===== src/rtl/dtg_pkg.sv =====
package dtg_pkg;
  typedef enum logic [1:0] {
    PH_SYNC   = 2'd0,
    PH_BACK   = 2'd1,
    PH_ACTIVE = 2'd2,
    PH_FRONT  = 2'd3
  } phase_e;

  localparam int ADDR_W   = 4;
  localparam int NUM_EVT  = 2;
  localparam int POL_W    = 5;
  localparam logic [ADDR_W-1:0] A_CTRL  = 4'd0;
  localparam logic [ADDR_W-1:0] A_POL   = 4'd1;
  localparam logic [ADDR_W-1:0] A_MASK  = 4'd2;
  localparam logic [ADDR_W-1:0] A_RAW   = 4'd3;
  localparam logic [ADDR_W-1:0] A_CLEAR = 4'd4;
  localparam logic [POL_W-1:0]  POL_RST = 5'b01111;
endpackage


===== src/rtl/dtg_axis.sv =====
module dtg_axis
  import dtg_pkg::*;
#(
  parameter int CNT_W = 12
) (
  input  logic                  clk,
  input  logic                  rst,
  input  logic                  run,
  input  logic                  step,
  input  logic [3:0][CNT_W-1:0] len,
  output phase_e                phase,
  output logic [CNT_W-1:0]      cnt,
  output logic                  wrap
);
  logic       last;
  logic [1:0] nxt_ph;

  assign last   = (cnt == len[phase]);
  assign nxt_ph = phase + 2'd1;
  assign wrap   = step && last && (phase == PH_FRONT);

  always_ff @(posedge clk) begin
    if (rst || !run) begin
      phase <= PH_SYNC;
      cnt   <= '0;
    end else if (step) begin
      if (last) begin
        cnt   <= '0;
        phase <= phase_e'(nxt_ph);
      end else begin
        cnt <= cnt + 1'b1;
      end
    end
  end

  p_cnt_bound_r2: assert property (@(posedge clk) disable iff (rst)
    (run && $stable(len)) |-> (cnt <= len[phase]));

  p_hold_r6: assert property (@(posedge clk) disable iff (rst)
    !run |=> (phase == PH_SYNC && cnt == '0));

  p_order_r1: assert property (@(posedge clk) disable iff (rst)
    (run && step && last && phase == PH_BACK) |=> (!run || phase == PH_ACTIVE));
endmodule


===== src/rtl/dtg_regs.sv =====
module dtg_regs
  import dtg_pkg::*;
#(
  parameter int REG_W = 32,
  parameter int H_W   = 12,
  parameter int V_W   = 12
) (
  input  logic                 clk,
  input  logic                 rst,
  input  logic                 we,
  input  logic [ADDR_W-1:0]    waddr,
  input  logic [REG_W-1:0]     wdata,
  input  logic [ADDR_W-1:0]    raddr,
  input  logic [NUM_EVT-1:0]   raw_status,
  output logic                 enable,
  output logic [POL_W-1:0]     pol,
  output logic [NUM_EVT-1:0]   mask,
  output logic                 clr_valid,
  output logic [NUM_EVT-1:0]   clr_bits,
  output logic [3:0][H_W-1:0]  hlen,
  output logic [3:0][V_W-1:0]  vlen,
  output logic [REG_W-1:0]     rdata
);
  always_ff @(posedge clk) begin
    if (rst) begin
      enable <= 1'b0;
      pol    <= POL_RST;
      mask   <= '0;
    end else if (we) begin
      if (waddr == A_CTRL) enable <= wdata[0];
      if (waddr == A_POL)  pol    <= wdata[POL_W-1:0];
      if (waddr == A_MASK) mask   <= wdata[NUM_EVT-1:0];
    end
  end

  assign clr_valid = we && (waddr == A_CLEAR);
  assign clr_bits  = wdata[NUM_EVT-1:0];

  for (genvar g = 0; g < 4; g++) begin : g_len
    always_ff @(posedge clk) begin
      if (rst) begin
        hlen[g] <= '0;
        vlen[g] <= '0;
      end else if (we && !enable) begin
        if (waddr == ADDR_W'(8 + g))  hlen[g] <= wdata[H_W-1:0];
        if (waddr == ADDR_W'(12 + g)) vlen[g] <= wdata[V_W-1:0];
      end
    end
  end

  always_ff @(posedge clk) begin
    if (rst) begin
      rdata <= '0;
    end else if (raddr[3]) begin
      rdata <= raddr[2] ? REG_W'(vlen[raddr[1:0]]) : REG_W'(hlen[raddr[1:0]]);
    end else begin
      case (raddr)
        A_CTRL:  rdata <= REG_W'(enable);
        A_POL:   rdata <= REG_W'(pol);
        A_MASK:  rdata <= REG_W'(mask);
        A_RAW:   rdata <= REG_W'(raw_status);
        default: rdata <= '0;
      endcase
    end
  end

  p_lock_r7: assert property (@(posedge clk) disable iff (rst)
    (we && enable && waddr[3]) |=> ($stable(hlen) && $stable(vlen)));
endmodule


===== src/rtl/dtg_irq.sv =====
module dtg_irq
  import dtg_pkg::*;
(
  input  logic               clk,
  input  logic               rst,
  input  logic [NUM_EVT-1:0] set_evt,
  input  logic               clr_valid,
  input  logic [NUM_EVT-1:0] clr_bits,
  input  logic [NUM_EVT-1:0] mask,
  output logic [NUM_EVT-1:0] raw,
  output logic               irq
);
  logic [NUM_EVT-1:0] clr_eff;

  assign clr_eff = clr_valid ? clr_bits : '0;

  always_ff @(posedge clk) begin
    if (rst) raw <= '0;
    else     raw <= (raw & ~clr_eff) | set_evt;
  end

  assign irq = |(raw & mask);

  p_set_r8: assert property (@(posedge clk) disable iff (rst)
    set_evt[0] |=> raw[0]);

  p_clear_r10: assert property (@(posedge clk) disable iff (rst)
    (clr_valid && clr_bits[1] && !set_evt[1]) |=> !raw[1]);

  p_keep_r10: assert property (@(posedge clk) disable iff (rst)
    (raw[0] && !(clr_valid && clr_bits[0])) |=> raw[0]);
endmodule


===== src/rtl/disp_timing_gen.sv =====
module disp_timing_gen
  import dtg_pkg::*;
#(
  parameter int H_W   = 12,
  parameter int V_W   = 12,
  parameter int PIX_W = 24,
  parameter int REG_W = 32
) (
  input  logic              clk,
  input  logic              rst,
  input  logic              reg_we,
  input  logic [3:0]        reg_waddr,
  input  logic [REG_W-1:0]  reg_wdata,
  input  logic [3:0]        reg_raddr,
  output logic [REG_W-1:0]  reg_rdata,
  input  logic [PIX_W-1:0]  pix_in,
  input  logic              pix_valid,
  output logic              pix_req,
  output logic              hsync_o,
  output logic              vsync_o,
  output logic              de_o,
  output logic [PIX_W-1:0]  pix_o,
  output logic [H_W-1:0]    x_o,
  output logic [V_W-1:0]    y_o,
  output logic              clk_inv_o,
  output logic              irq_o
);
  logic                enable;
  logic [POL_W-1:0]    pol;
  logic [NUM_EVT-1:0]  mask, raw, clr_bits, set_evt;
  logic                clr_valid;
  logic [3:0][H_W-1:0] hlen;
  logic [3:0][V_W-1:0] vlen;
  phase_e              h_ph, v_ph;
  logic [H_W-1:0]      h_cnt;
  logic [V_W-1:0]      v_cnt;
  logic                h_wrap, v_wrap;
  logic                hs_act, vs_act, frame_start;

  dtg_regs #(.REG_W(REG_W), .H_W(H_W), .V_W(V_W)) u_regs (
    .clk(clk), .rst(rst), .we(reg_we), .waddr(reg_waddr), .wdata(reg_wdata),
    .raddr(reg_raddr), .raw_status(raw), .enable(enable), .pol(pol),
    .mask(mask), .clr_valid(clr_valid), .clr_bits(clr_bits),
    .hlen(hlen), .vlen(vlen), .rdata(reg_rdata)
  );

  dtg_axis #(.CNT_W(H_W)) u_haxis (
    .clk(clk), .rst(rst), .run(enable), .step(1'b1), .len(hlen),
    .phase(h_ph), .cnt(h_cnt), .wrap(h_wrap)
  );

  dtg_axis #(.CNT_W(V_W)) u_vaxis (
    .clk(clk), .rst(rst), .run(enable), .step(h_wrap), .len(vlen),
    .phase(v_ph), .cnt(v_cnt), .wrap(v_wrap)
  );

  assign pix_req     = enable && (h_ph == PH_ACTIVE) && (v_ph == PH_ACTIVE);
  assign hs_act      = enable && (h_ph == PH_SYNC);
  assign vs_act      = enable && (v_ph == PH_SYNC);
  assign frame_start = hs_act && vs_act && (h_cnt == '0) && (v_cnt == '0);
  assign set_evt     = {pix_req && !pix_valid, frame_start};

  dtg_irq u_irq (
    .clk(clk), .rst(rst), .set_evt(set_evt), .clr_valid(clr_valid),
    .clr_bits(clr_bits), .mask(mask), .raw(raw), .irq(irq_o)
  );

  always_ff @(posedge clk) begin
    if (rst) begin
      hsync_o   <= 1'b0;
      vsync_o   <= 1'b0;
      de_o      <= 1'b0;
      pix_o     <= '0;
      x_o       <= '0;
      y_o       <= '0;
      clk_inv_o <= 1'b0;
    end else begin
      hsync_o   <= ~(hs_act ^ pol[0]);
      vsync_o   <= ~(vs_act ^ pol[1]);
      de_o      <= ~(pix_req ^ pol[2]);
      pix_o     <= ((pix_req && pix_valid) ? pix_in : '0) ^ {PIX_W{~pol[3]}};
      x_o       <= pix_req ? h_cnt : '0;
      y_o       <= pix_req ? v_cnt : '0;
      clk_inv_o <= pol[4];
    end
  end

  p_off_r6: assert property (@(posedge clk) disable iff (rst)
    !enable |=> (hsync_o == !$past(pol[0]) && vsync_o == !$past(pol[1])
                 && de_o == !$past(pol[2])));

  p_xy_r3: assert property (@(posedge clk) disable iff (rst)
    !pix_req |=> (x_o == '0 && y_o == '0));

  p_wrap_r1: assert property (@(posedge clk) disable iff (rst)
    (enable && v_wrap) |=> (!enable || v_ph == PH_SYNC));
endmodule


===== config.mk =====
export PLATFORM = sky130hd
export DESIGN_NAME = disp_timing_gen
export DESIGN_NICKNAME = d
export VERILOG_FILES = /design/src/rtl/dtg_pkg.sv /design/src/rtl/dtg_axis.sv /design/src/rtl/dtg_regs.sv /design/src/rtl/dtg_irq.sv /design/src/rtl/disp_timing_gen.sv
export SDC_FILE = /design/constraint.sdc
export NUM_CORES = 1
export LEC_CHECK = 0
export BUFFER_PORTS_ARGS = -buffer_cell sky130_fd_sc_hd__buf_2
export CAP_MARGIN = 20
export CORE_MARGIN = 1.5
export CORE_UTILIZATION = 57
export DETAILED_ROUTE_END_ITERATION = 6
export PLACE_DENSITY = 0.82
export SETUP_SLACK_MARGIN = 0.4
export SLEW_MARGIN = 10
export SYNTH_ARGS = -nofsm -noshare
export SYNTH_HDL_FRONTEND = slang
export SYNTH_SLANG_ARGS = --single-unit

===== constraint.sdc =====
create_clock -name clk -period 2.76 [get_ports clk]
set_input_delay 0.552 -clock clk [delete_from_list [all_inputs] [get_ports clk]]
set_output_delay 0.552 -clock clk [all_outputs]
set_load 0.01 [all_outputs]

## Yosys cells after proc, flatten, opt, wreduce, memory -nomap -nowiden

Cells that the tools add are included.

- Word-level logic and storage cells: 113
- Register bits: 218

- Multiplexer cells: 14
- Eq/ne operators: 19
- Add/subtract/negate cells: 4
- Bitwise gates (word level): 13
- Reduce and logical (&&, ||, !) cells: 36
- Order comparisons: 3

Operators with widths:

| cell | count |
|---|---|
| $bmux 12 s2 | 4 |
| $mux 12 | 6 |
| $eq 4x4->1 const B | 8 |
| $mux 32 | 1 |
| $add 12x1->12 const B | 2 |
| $eq 12x12->1 | 2 |
| $logic_not 12->1 | 2 |
| $mux 24 | 1 |
| $reduce_and 2->1 | 12 |
| $xor 24x24->24 | 1 |
| $pmux 5 s4 | 1 |
| $eq 4x2->1 const B | 3 |
| $logic_and 1x1->1 | 12 |
| $lt 2x3->1 const B | 3 |
| $eq 4x1->1 const B | 2 |
| $logic_not 4->1 | 2 |
| $eq 2x2->1 const B | 3 |
| $reduce_or 2->1 | 3 |
| $not 1->1 | 5 |
| $add 2x1->2 const B | 2 |
| $and 2x2->2 | 2 |
| $eq 4x3->1 const B | 1 |
| $logic_not 2->1 | 2 |
| $xor 1x1->1 | 3 |
| 5 further kinds | 6 |

## Depth between registers and ports, before layout

Gate-level depths: netlist of run 1.

- Depth after elaboration: 6
- Depth in mapped cells: 12

## Hierarchy

Synthesis of run 1 repeated with hierarchy kept, for this count alone.

- Cell total of the unflattened synthesis: 967
- Area total of the unflattened synthesis: 9392.8 um2

By module, submodules not included:

| module | area each (um2) | instances | cells an instance |
|---|---|---|---|
| dtg_regs | 5201.2 | 1 | 571 |
| dtg_axis | 1116.1 | 2 | 109 |
| disp_timing_gen | 1878.1 | 1 | 169 |
| dtg_irq | 81.3 | 1 | 9 |

## Worst setup path after synthesis of run 1

Ideal clock, no wire load.

- Path kind: input to register
- From: input reg_raddr[0]
- To: register u_regs.rdata[0]
- Arrival time: 2.355 ns
- Stages: 5
- Setup slack: 0.277 ns
- Data required time: 2.632 ns
- Cells stage by stage: clkbuf_1 > buf_1 > mux4_2 > a31oi_1 > nor2_1

- Word-level cells in the longest chain between the ends: 4
- Elaborated cells on any way between the ends: 11

Ends and longest elaborated chain:

| what | RTL line | RTL |
|---|---|---|
| start, declared | disp_timing_gen.sv:14 | `input logic [3:0] reg_raddr,` |
| $bmux 12 s2 | dtg_regs.sv:55 | `rdata <= raddr[2] ? REG_W'(vlen[raddr[1:0]]) : REG_W'(hlen[raddr[1:0]]);` |
| $mux 12 (implied by the code) | dtg_regs.sv:55 |  |
| $mux 12 | dtg_regs.sv:55 |  |
| $mux 32 * | dtg_regs.sv:54 | `end else if (raddr[3]) begin` |
| end signal, assigned | dtg_regs.sv:55 |  |
| end signal, assigned | dtg_regs.sv:58 | `A_CTRL: rdata <= REG_W'(enable);` |
| end signal, assigned | dtg_regs.sv:59 | `A_POL: rdata <= REG_W'(pol);` |
| end, declared | dtg_regs.sv:22 | `output logic [REG_W-1:0] rdata` |

Mark *: on every way between the ends. The rest lies on a longest branch, timed or not. The select of a mux whose other input is x is not followed.
A chain may end at the register's enable or synchronous reset.

## Worst setup path in the final report of run 1

- From: register u_haxis.phase[0]
- To: register u_vaxis.cnt[9]

- Word-level cells in the longest chain between the ends: 4
- Elaborated cells on any way between the ends: 5

Ends and longest elaborated chain:

| what | RTL line | RTL |
|---|---|---|
| start, declared | dtg_axis.sv:11 | `output phase_e phase,` |
| start signal, assigned | dtg_axis.sv:29 | `phase <= phase_e'(nxt_ph);` |
| $bmux 12 s2 | dtg_axis.sv:18 | `assign last = (cnt == len[phase]);` |
| $mux 12 (implied by the code) | dtg_axis.sv:18 |  |
| $eq 12x12->1 | dtg_axis.sv:18 |  |
| $logic_and 1x1->1 * | dtg_axis.sv:20 | `assign wrap = step && last && (phase == PH_FRONT);` |
| end signal, assigned | dtg_axis.sv:31 | `cnt <= cnt + 1'b1;` |
| end, declared | dtg_axis.sv:12 | `output logic [CNT_W-1:0] cnt,` |

Marks and branches as above.

==> impl_metrics.py, run 1 <==
metrics = {
    "final_layout": {
        "seqCellArea_mm2": 0.00397,
        "fillers": 1199,
        "stdcell_area_mm2": 0.0107,
        "diodes": 0,
        "drive_above_1_share": 0.255,
        "fin_nets": 1135,
        "multi_input_area_mm2": 0.00488,
        "area_growth_pct": 16.5,
    },
    "sta": {
        "fin_ws_ns": 0.311,
        "worst_slew_pin_slew_ns": 0.644,
        "finalHoldViolCount": 0,
        "rsz0062_at_grt": "yes",
        "timing.final.crit_share": 0.887,
        "setup_viol": 0,
        "max-slew-margin-rel": 0.571,
        "slew_violations": 0,
        "fin_crit_ns": 2.45,
        "fin_skew_ns": 0.0112,
        "max_freq_mhz": 408,
        "finalSetupTns_ns": 0,
    },
    "critical_path": {
        "cp_data_required_time_ns": 3.13,
        "cp_data_arrival_time_ns": 2.82,
        "path_max_fanout": 7,
        "end_kind": "register",
        "ff2ff_path_depth": 8,
        "crit_type": "register to register",
        "crit_path_start_kind": "register",
    },
    "route": {
        "vias": 7679,
        "drt_iter0_markers": 843,
        "antenna_left": 0,
        "routed_via_density": 5.97,
        "wirelength_um": 24200,
        "avgRoutedWirePerCell_um": 18.8,
        "drt_first_pass_iters": 5,
        "drc_errors": 0,
    },
    "min_path": {
        "holdCritPathClass": "input port to register",
        "holdPathStages": 4,
    },
    "placement": {
        "placed_cell_area_mm2": 0.00987,
        "port_buffers": 113,
        "place.gp.congestion": 0.900,
        "dp_hpwl_um": 15600,
        "pre_cts_ws_ns": 0.0544,
    },
    "synthesis": {
        "synth_area_mm2": 0.00920,
        "syn_inst": 970,
        "synth-main-ff-cell": "dfxtp_1",
        "synth_compound_area_frac": 0.0596,
        "yosys.area_share.adder": 0.0122,
        "muxShareOfSynthArea": 0.181,
        "synthXorXnorAreaFrac": 0.0600,
        "yosysTopAreaCell": "dfxtp_1",
        "syn_area_per_cell_um2": 9.48,
        "synth_top_family_by_area": "simple AND/OR/NAND/NOR gates",
        "ys_warn_count": 0,
        "yosysMostFrequentCell": "dfxtp_1",
        "ys_seq_area_frac": 0.431,
        "ys_types": 50,
        "ys_seq_elements": 198,
        "synthSimpleGateAreaFrac": 0.191,
        "synth_top_cells_by_area": "dfxtp_1 43%, mux4_2 9.5%, mux2i_1 5.4%",
        "synth_edf_count": 0,
        "async_flop_share": 0,
        "yosys-top-cells-count": "198 x dfxtp_1, 132 x nand2_1, 105 x nor2_1, 77 x a21oi_1, 63 x clkbuf_1",
        "synth_top_cell_area_share": 0.431,
    },
    "cts": {
        "ctsHoldBuffers": 0,
        "clk_latency_ns": 0.44,
        "ctsRootBufferMaster": "clkbuf_16",
        "cts_buffer_depth": 2,
        "clkSinkCount": 198,
        "numCtsBuffers": 17,
        "htree_num_levels": 4,
        "cts_tree": "done",
        "path_clk_slew_ns": 0.07,
    },
    "floorplanning": {
        "die_x_um": 130,
        "pin_count": 154,
        "initial_utilization": 0.581,
        "rows": 46,
        "core_area_mm2": 0.0158,
        "die_area_mm2": 0.0169,
        "dieHeight_um": 130,
    },
    "global_routing": {
        "grtUsageTotal": 0.286,
        "grt_overflow": 0,
        "grt_max_degree": 104,
        "grt_first_pass_wirelength_um": 36800,
        "antenna_found_initial": 0,
        "grt_pass1_vias": 7038,
    },
    "power_and_ir_drop": {
        "p_per_area_mw_per_mm2": 551,
        "power_leakage_nw": 3.99,
        "vdd_drop_max_v": 0.000486,
    },
    "outcome": {
        "status": "complete, no violations",
    },
    "run": {
        "max_cap_viol_count": 0,
    },
}
==> layer usage <==
metal | vias to the layer above | GRT usage | share of wire
met2 | 449 | 0.474 | 0.50
met5 | - | 0 | 0
li1 | 3462 | - | -
met4 | 0 | 0.131 | 0.034
met3 | 77 | 0.0619 | 0.083
met1 | 3691 | 0.359 | 0.38
==> registers in the layout (all words and copies together) (netlist names) <==
signal,count
u_vaxis.phase,2
u_haxis.cnt,12
vsync_o,1
clk_inv_o,1
u_regs.pol,5
u_haxis.phase,2
u_regs.enable,1
y_o,12
de_o,1
u_regs.rdata,12
u_vaxis.cnt,12
u_regs.vlen,48
u_irq.raw,2
hsync_o,1
x_o,12
u_regs.mask,2
u_regs.hlen,48
pix_o,24
==> critical path, cell delays in order (launching register included) <==
cell and delay, ns:
dfxtp_4 0.43, mux4_2 0.56, xor2_2 0.18, nor4_4 0.31, buf_6 0.18, nand4_4 0.09, buf_6 0.15, or3_4 0.32
a21oi_2 0.15
==> final timing paths <==
| check | endpoint | startpoint | slack (ns) |
|---|---|---|---|
| hold / removal | pix_o[14] | pix_in[14] | 0.43 |
| hold reg to reg | u_regs.pol[3] | u_regs.pol[3] | 0.47 |
| setup reg to reg | u_vaxis.cnt[9] | u_haxis.phase[0] | 0.31 |
| setup / recovery | u_vaxis.cnt[9] | u_haxis.phase[0] | 0.31 |
==> cell families after synthesis <==
| group | count (synthesis) |
|---|---|
| AO/OA/AOI/OAI | 101 |
| XOR/XNOR | 63 |
| adder cells (fa/ha/maj) | 9 |
| buffers and inverters | 119 |
| flip-flops | 198 |
| multiplexers | 101 |
| other | 1 |
| AND/OR/NAND/NOR | 378 |
==> layout make-up <==
cell class	instances	area share
clock buffers	21	0.0429
clock inverters	10	0.0158
inverters	15	0.00525
multi-input cells	675	0.455
flip-flops and latches	198	0.370
well taps	216	0.0252
repair buffers	151	0.0857
==> report_power, final <==
group | switching, mW | total [mW] | internal, mW
combinational | 0.225 | 0.354 | 0.129
clock | 1.08 | 2.65 | 1.57
sequential | 0.0179 | 2.90 | 2.88
==> repair_timing <==
item                                    in CTS  in global routing
pin swaps                                    4                 21
cloned                                       1                  2
resized for setup                           14                 36
endpoints found under the setup margin      28                 28
buffers inserted                             3                  2
==> cell usage in the layout, fill, tap and decap left out, types with 19 or more instances in the layout <==
cell	n
buf_2	112
dfxtp_1	196
buf_4	31
xnor2_1	48
conb_1	20
mux4_2	47
nor2_1	105
and2_1	19
nand3_1	51
nand2_1	131
a21oi_1	71
mux2i_1	50
==> through the flow <==
stage / utilization / hold WS, ns / total power [mW] / instances
2_1_floorplan: - / 0.441 / 3.20 / 989
3_3_place_gp: 0.624 / 0.450 / 3.29 / 1247
3_5_place_dp: 0.624 / 0.459 / 3.29 / 1247
4_1_cts: 0.666 / 0.415 / 5.91 / 1282
5_1_grt: 0.677 / 0.435 / 6.08 / 1286
6_report: 0.677 / 0.428 / 5.90 / 1286
(Power assumes the default switching activity.)
==> inputs of run 2 (changes only) <==
--- a/config.mk
+++ b/config.mk
@@ -7,7 +7,6 @@
 export LEC_CHECK = 0
 export BUFFER_PORTS_ARGS = -buffer_cell sky130_fd_sc_hd__buf_2
 export CAP_MARGIN = 20
-export CORE_MARGIN = 1.5
 export CORE_UTILIZATION = 57
 export DETAILED_ROUTE_END_ITERATION = 6
 export PLACE_DENSITY = 0.82
==> run 2 against run 1 <==
Utilization about the same. Design area about the same. First-iteration DRC count up 30%. Clock power is 4% lower. Sequential power is essentially flat. Wire length up 0.91%. Clock skew down 0.00095 ns. Register-to-register slack worse by 0.02 ns. Via count fell by 0.29%. Clock-buffer cell count fell by 3. Hold slack worse by 0.0035 ns.
==> impl_metrics.py, run 2 (synthesis gave the netlist of run 1 again) <==
metrics = {
    "placement": {
        "placed_cell_area_mm2": 0.00986,
        "dp_hpwl_um": 15300,
        "place.gp.congestion": 0.862,
        "dp_cells": 1242,
        "port_buffers": 113,
    },
    "critical_path": {
        "r2r_start": "u_haxis.phase[0]",
        "reg2reg_to": "u_vaxis.cnt[10]",
        "crit_type": "register to register",
        "crit_path_start_kind": "register",
        "ff2ff_path_depth": 9,
        "end_kind": "register",
        "worstSetupStartpoint": "u_haxis.phase[0]",
        "cp_data_arrival_time_ns": 2.78,
        "cp_data_required_time_ns": 3.08,
        "rrSetupSlack_ns": 0.29,
        "path_max_fanout": 6,
    },
    "final_layout": {
        "multi_input_area_mm2": 0.00488,
        "diodes": 0,
        "fin_nets": 1132,
        "area_growth_pct": 16.6,
        "final_common_cell": "dfxtp_1",
        "stdcell_area_mm2": 0.0107,
        "drive_above_1_share": 0.259,
        "reg_top3": "u_regs.hlen: 48 flops, u_regs.vlen: 48 flops, pix_o: 24 flops",
        "final_cells": 1284,
        "seqCellArea_mm2": 0.00397,
        "layout_common_cells": "195 x dfxtp_1, 132 x nand2_1, 112 x buf_2",
        "fillers": 1193,
    },
    "sta": {
        "worst_slew_pin_slew_ns": 0.624,
        "fin_skew_ns": 0.0102,
        "max_freq_mhz": 405,
        "max-slew-margin-rel": 0.584,
        "setup_viol": 0,
        "finalHoldViolCount": 0,
        "fin_crit_ns": 2.47,
        "slew_violations": 0,
        "finalSetupTns_ns": 0,
        "timing.final.crit_share": 0.894,
        "rsz0062_at_grt": "yes",
    },
    "global_routing": {
        "antenna_found_initial": 0,
        "grt_overflow": 0,
        "grt_pass1_vias": 6961,
        "grtUsageTotal": 0.284,
        "grt_first_pass_wirelength_um": 36200,
        "grt_max_degree": 108,
    },
    "power_and_ir_drop": {
        "vdd_drop_max_v": 0.000447,
        "p_per_area_mw_per_mm2": 541,
        "power_leakage_nw": 3.99,
    },
    "cts": {
        "ctsRootBufferMaster": "clkbuf_16",
        "numCtsBuffers": 17,
        "cts_buffer_depth": 2,
        "clk_latency_ns": 0.44,
        "clkSinkCount": 198,
        "htree_num_levels": 4,
        "path_clk_slew_ns": 0.08,
        "cts_tree": "done",
    },
    "floorplanning": {
        "initial_utilization": 0.581,
        "die_x_um": 129,
        "dieHeight_um": 129,
        "die_area_mm2": 0.0167,
        "rows": 46,
        "pin_count": 154,
        "core_area_mm2": 0.0158,
    },
    "route": {
        "routed_via_density": 5.96,
        "vias": 7657,
        "drt_first_pass_iters": 6,
        "drc_errors": 0,
        "antenna_left": 0,
        "avgRoutedWirePerCell_um": 19.0,
        "wirelength_um": 24500,
        "drt_iter0_markers": 1092,
    },
    "outcome": {
        "status": "complete, no violations",
    },
    "min_path": {
        "holdCritPathClass": "input port to register",
        "whs_endpoint": "u_regs.hlen[46]",
        "holdPathStages": 3,
        "hp-start": "reg_wdata[10]",
    },
    "run": {
        "max_cap_viol_count": 0,
    },
}
run 2: how the worst max path moves through the flow:
stage | end | cells past startpoint
after floorplan | u_vaxis.cnt[10] | 8
after global placement | u_vaxis.cnt[3] | 6
after detailed placement | u_vaxis.cnt[4] | 6
after CTS | u_vaxis.cnt[3] | 7
after global routing | u_vaxis.cnt[10] | 9
final | u_vaxis.cnt[10] | 9
run 2: repair_timing:
item                       CTS  global route
setup buffers                5             2
pin swaps                   10            21
hold buffers                 0             0
setup endpoints to repair   26            16
gates cloned                 0             3
resized for setup           15            37
run 2: power breakdown:
group / internal [mW] / switching [mW] / total [mW] / leakage, nW
registers: 2.88 / 0.0180 / 2.90 / 1.60
clock network: 1.39 / 1.16 / 2.54 / 0.291
logic: 0.136 / 0.223 / 0.359 / 2.10
total: 4.40 / 1.40 / 5.80 / 3.99
run 2: metrics by stage:
step | util | setup slack, ns | power (mW) | hold WS [ns]
finish | 0.678 | 0.293 | 5.80 | 0.424
CTS | 0.666 | 0.383 | 5.78 | 0.419
global placement | 0.623 | 0.215 | 3.28 | 0.448
floorplan | - | 0.312 | 3.20 | 0.441
detailed placement | 0.623 | 0.149 | 3.29 | 0.461
global route | 0.678 | 0.229 | 5.94 | 0.438
run 2: area by class of cell:
cell class	instances	area share
clock buffer	18	0.0409
timing repair buffer	149	0.0881
inverter	15	0.00525
clock inverter	14	0.0150
multi-input combinational	674	0.455
sequential	198	0.370
tap	216	0.0252
run 2: per-layer routing:
metal,global-route usage,wire [um],vias to the layer above
met5,0,0,-
met3,0.0537,2160,90
met2,0.469,12000,459
met4,0.127,961,0
li1,-,-,3446
met1,0.364,9330,3662
run 2: critical path, stage by stage, from the launching register on:
cell	delay (ns)
dfxtp_4	0.41
buf_6	0.12
mux4_2	0.52
xnor2_2	0.18
nor4_4	0.23
buf_6	0.18
nand4_4	0.10
buf_6	0.15
o31ai_1	0.35
a21oi_2	0.09
==> inputs of run 3 (changes only) <==
--- a/config.mk
+++ b/config.mk
@@ -7,6 +7,7 @@
 export LEC_CHECK = 0
 export BUFFER_PORTS_ARGS = -buffer_cell sky130_fd_sc_hd__buf_2
 export CAP_MARGIN = 20
+export CORE_ASPECT_RATIO = 1.5
 export CORE_UTILIZATION = 57
 export DETAILED_ROUTE_END_ITERATION = 6
 export PLACE_DENSITY = 0.82
==> run 3 against run 2 <==
Total power about the same. Largest power group unchanged. Highest routed layer unchanged. Wire length down 2.4%. Largest cell class unchanged. Sequential cell count did not move.
==> impl_metrics.py, run 3 (synthesis gave the netlist of run 1 again) <==
metrics = {
    "outcome": {
        "status": "complete, no violations",
    },
    "cts": {
        "path_clk_slew_ns": 0.08,
        "cts_tree": "done",
        "cts_buffer_depth": 2,
        "htree_num_levels": 4,
        "clkSinkCount": 198,
        "clk_latency_ns": 0.44,
        "ctsRootBufferMaster": "clkbuf_16",
        "numCtsBuffers": 17,
        "ctsHoldBuffers": 0,
    },
    "route": {
        "avgRoutedWirePerCell_um": 18.7,
        "routed_via_density": 5.80,
        "wirelength_um": 23900,
        "drc_errors": 0,
        "drt_first_pass_iters": 6,
        "vias": 7400,
        "antenna_left": 0,
        "drt_iter0_markers": 527,
    },
    "power_and_ir_drop": {
        "fin_total_pwr_mw": 5.79,
        "power_leakage_nw": 4.00,
        "p_per_area_mw_per_mm2": 544,
        "vdd_drop_max_v": 0.000363,
    },
    "global_routing": {
        "grt_max_degree": 65,
        "grt_overflow": 0,
        "antenna_found_initial": 0,
        "grt_pass1_vias": 7001,
        "grtUsageTotal": 0.286,
        "grt_first_pass_wirelength_um": 36700,
    },
    "sta": {
        "finalSetupTns_ns": 0,
        "fin_crit_ns": 2.39,
        "fin_ws_ns": 0.367,
        "worst_slew_pin_slew_ns": 0.669,
        "max-slew-margin-rel": 0.554,
        "slew_violations": 0,
        "timing.final.crit_share": 0.867,
        "finalHoldViolCount": 0,
        "max_freq_mhz": 418,
        "fin_skew_ns": 0.00940,
        "setup_viol": 0,
        "rsz0062_at_grt": "yes",
    },
    "floorplanning": {
        "initial_utilization": 0.586,
        "dieHeight_um": 158,
        "pin_count": 154,
        "die_x_um": 106,
        "die_area_mm2": 0.0167,
        "core_area_mm2": 0.0157,
        "rows": 56,
    },
    "critical_path": {
        "end_kind": "register",
        "cp_data_arrival_time_ns": 2.71,
        "crit_path_start_kind": "register",
        "path_max_fanout": 8,
        "cp_data_required_time_ns": 3.08,
        "crit_type": "register to register",
    },
    "placement": {
        "place.gp.congestion": 0.852,
        "dp_hpwl_um": 16000,
        "dp_cells": 1233,
        "port_buffers": 113,
        "pre_cts_ws_ns": 0.0417,
    },
    "final_layout": {
        "final_cells": 1276,
        "layout_common_cells": "195 x dfxtp_1, 132 x nand2_1, 112 x buf_2",
        "area_growth_pct": 15.8,
        "fin_nets": 1137,
        "final_util": 0.679,
        "diodes": 0,
        "drive_above_1_share": 0.259,
        "final_common_cell": "dfxtp_1",
        "reg_top3": "u_regs.hlen: 48 flops, u_regs.vlen: 48 flops, pix_o: 24 flops",
    },
    "min_path": {
        "holdCritPathClass": "input port to register",
    },
    "run": {
        "max_cap_viol_count": 0,
    },
}
run 3: cell types whose count changed in the layout (fill, tap and decap cells not counted), sizes merged:
cell / before / now
bufinv: 2 / 1
clkinvlp: 2 / 0
buf: 148 / 155
clkinv: 2 / 6
clkbuf: 19 / 17
a21o: 2 / 1
run 3: final timing paths:
| kind | endpoint | cells after the start | startpoint | slack [ns] |
|---|---|---|---|---|
| max | u_vaxis.cnt[7] | 9 | u_haxis.phase[0] | 0.37 |
| min | pix_o[3] | 4 | pix_in[3] | 0.42 |
| max reg2reg | u_vaxis.cnt[7] | 9 | u_haxis.phase[0] | 0.37 |
| min reg2reg | u_regs.hlen[36] | 2 | u_regs.hlen[36] | 0.47 |
run 3: layout make-up:
| type | instances | area [um^2] |
|---|---|---|
| flip-flops and latches | 198 | 3970 |
| clock inverters | 15 | 183 |
| multi-input cells | 673 | 4840 |
| inverters | 15 | 56.3 |
| repair buffers | 155 | 923 |
| well taps | 203 | 254 |
| clock buffers | 17 | 425 |
| fillers | 1206 | 5040 |
run 3: where the power goes:
group          internal [mW]  total (mW)  switching (mW)  leakage, nW
Clock                   1.30        2.55            1.25        0.296
Sequential              2.88        2.90          0.0177         1.60
Combinational          0.130       0.349           0.219         2.11
Total                   4.31        5.79            1.48         4.00
run 3: critical path: stages, from the launching register on:
cell	delay, ns
dfxtp_4	0.44
buf_6	0.12
mux4_2	0.52
xnor2_2	0.18
nor4_4	0.22
buf_6	0.16
nand4_4	0.08
buf_6	0.15
o21ai_0	0.30
a21oi_2	0.10
run 3: stage by stage:
step	hold WS (ns)	cell area, um^2
global route	0.441	10700
finish	0.419	10700
global placement	0.446	9810
detailed placement	0.459	9810
floorplan	0.441	9290
CTS	0.414	10500
run 3: repair_timing:
| item | in CTS | in global routing |
|---|---|---|
| cloned | 1 | 0 |
| setup buffers | 6 | 4 |
| endpoints found under the hold margin | 0 | 0 |
| endpoints found under the setup margin | 29 | 15 |
| gates resized for setup | 26 | 23 |
| pin swaps | 7 | 16 |
run 3: routing by layer:
layer,track usage,vias to the layer above,share of wire
li1,-,3447,-
met1,0.329,3552,0.37
met2,0.506,332,0.52
met3,0.0313,69,0.056
met4,0.182,0,0.051
met5,0,-,0
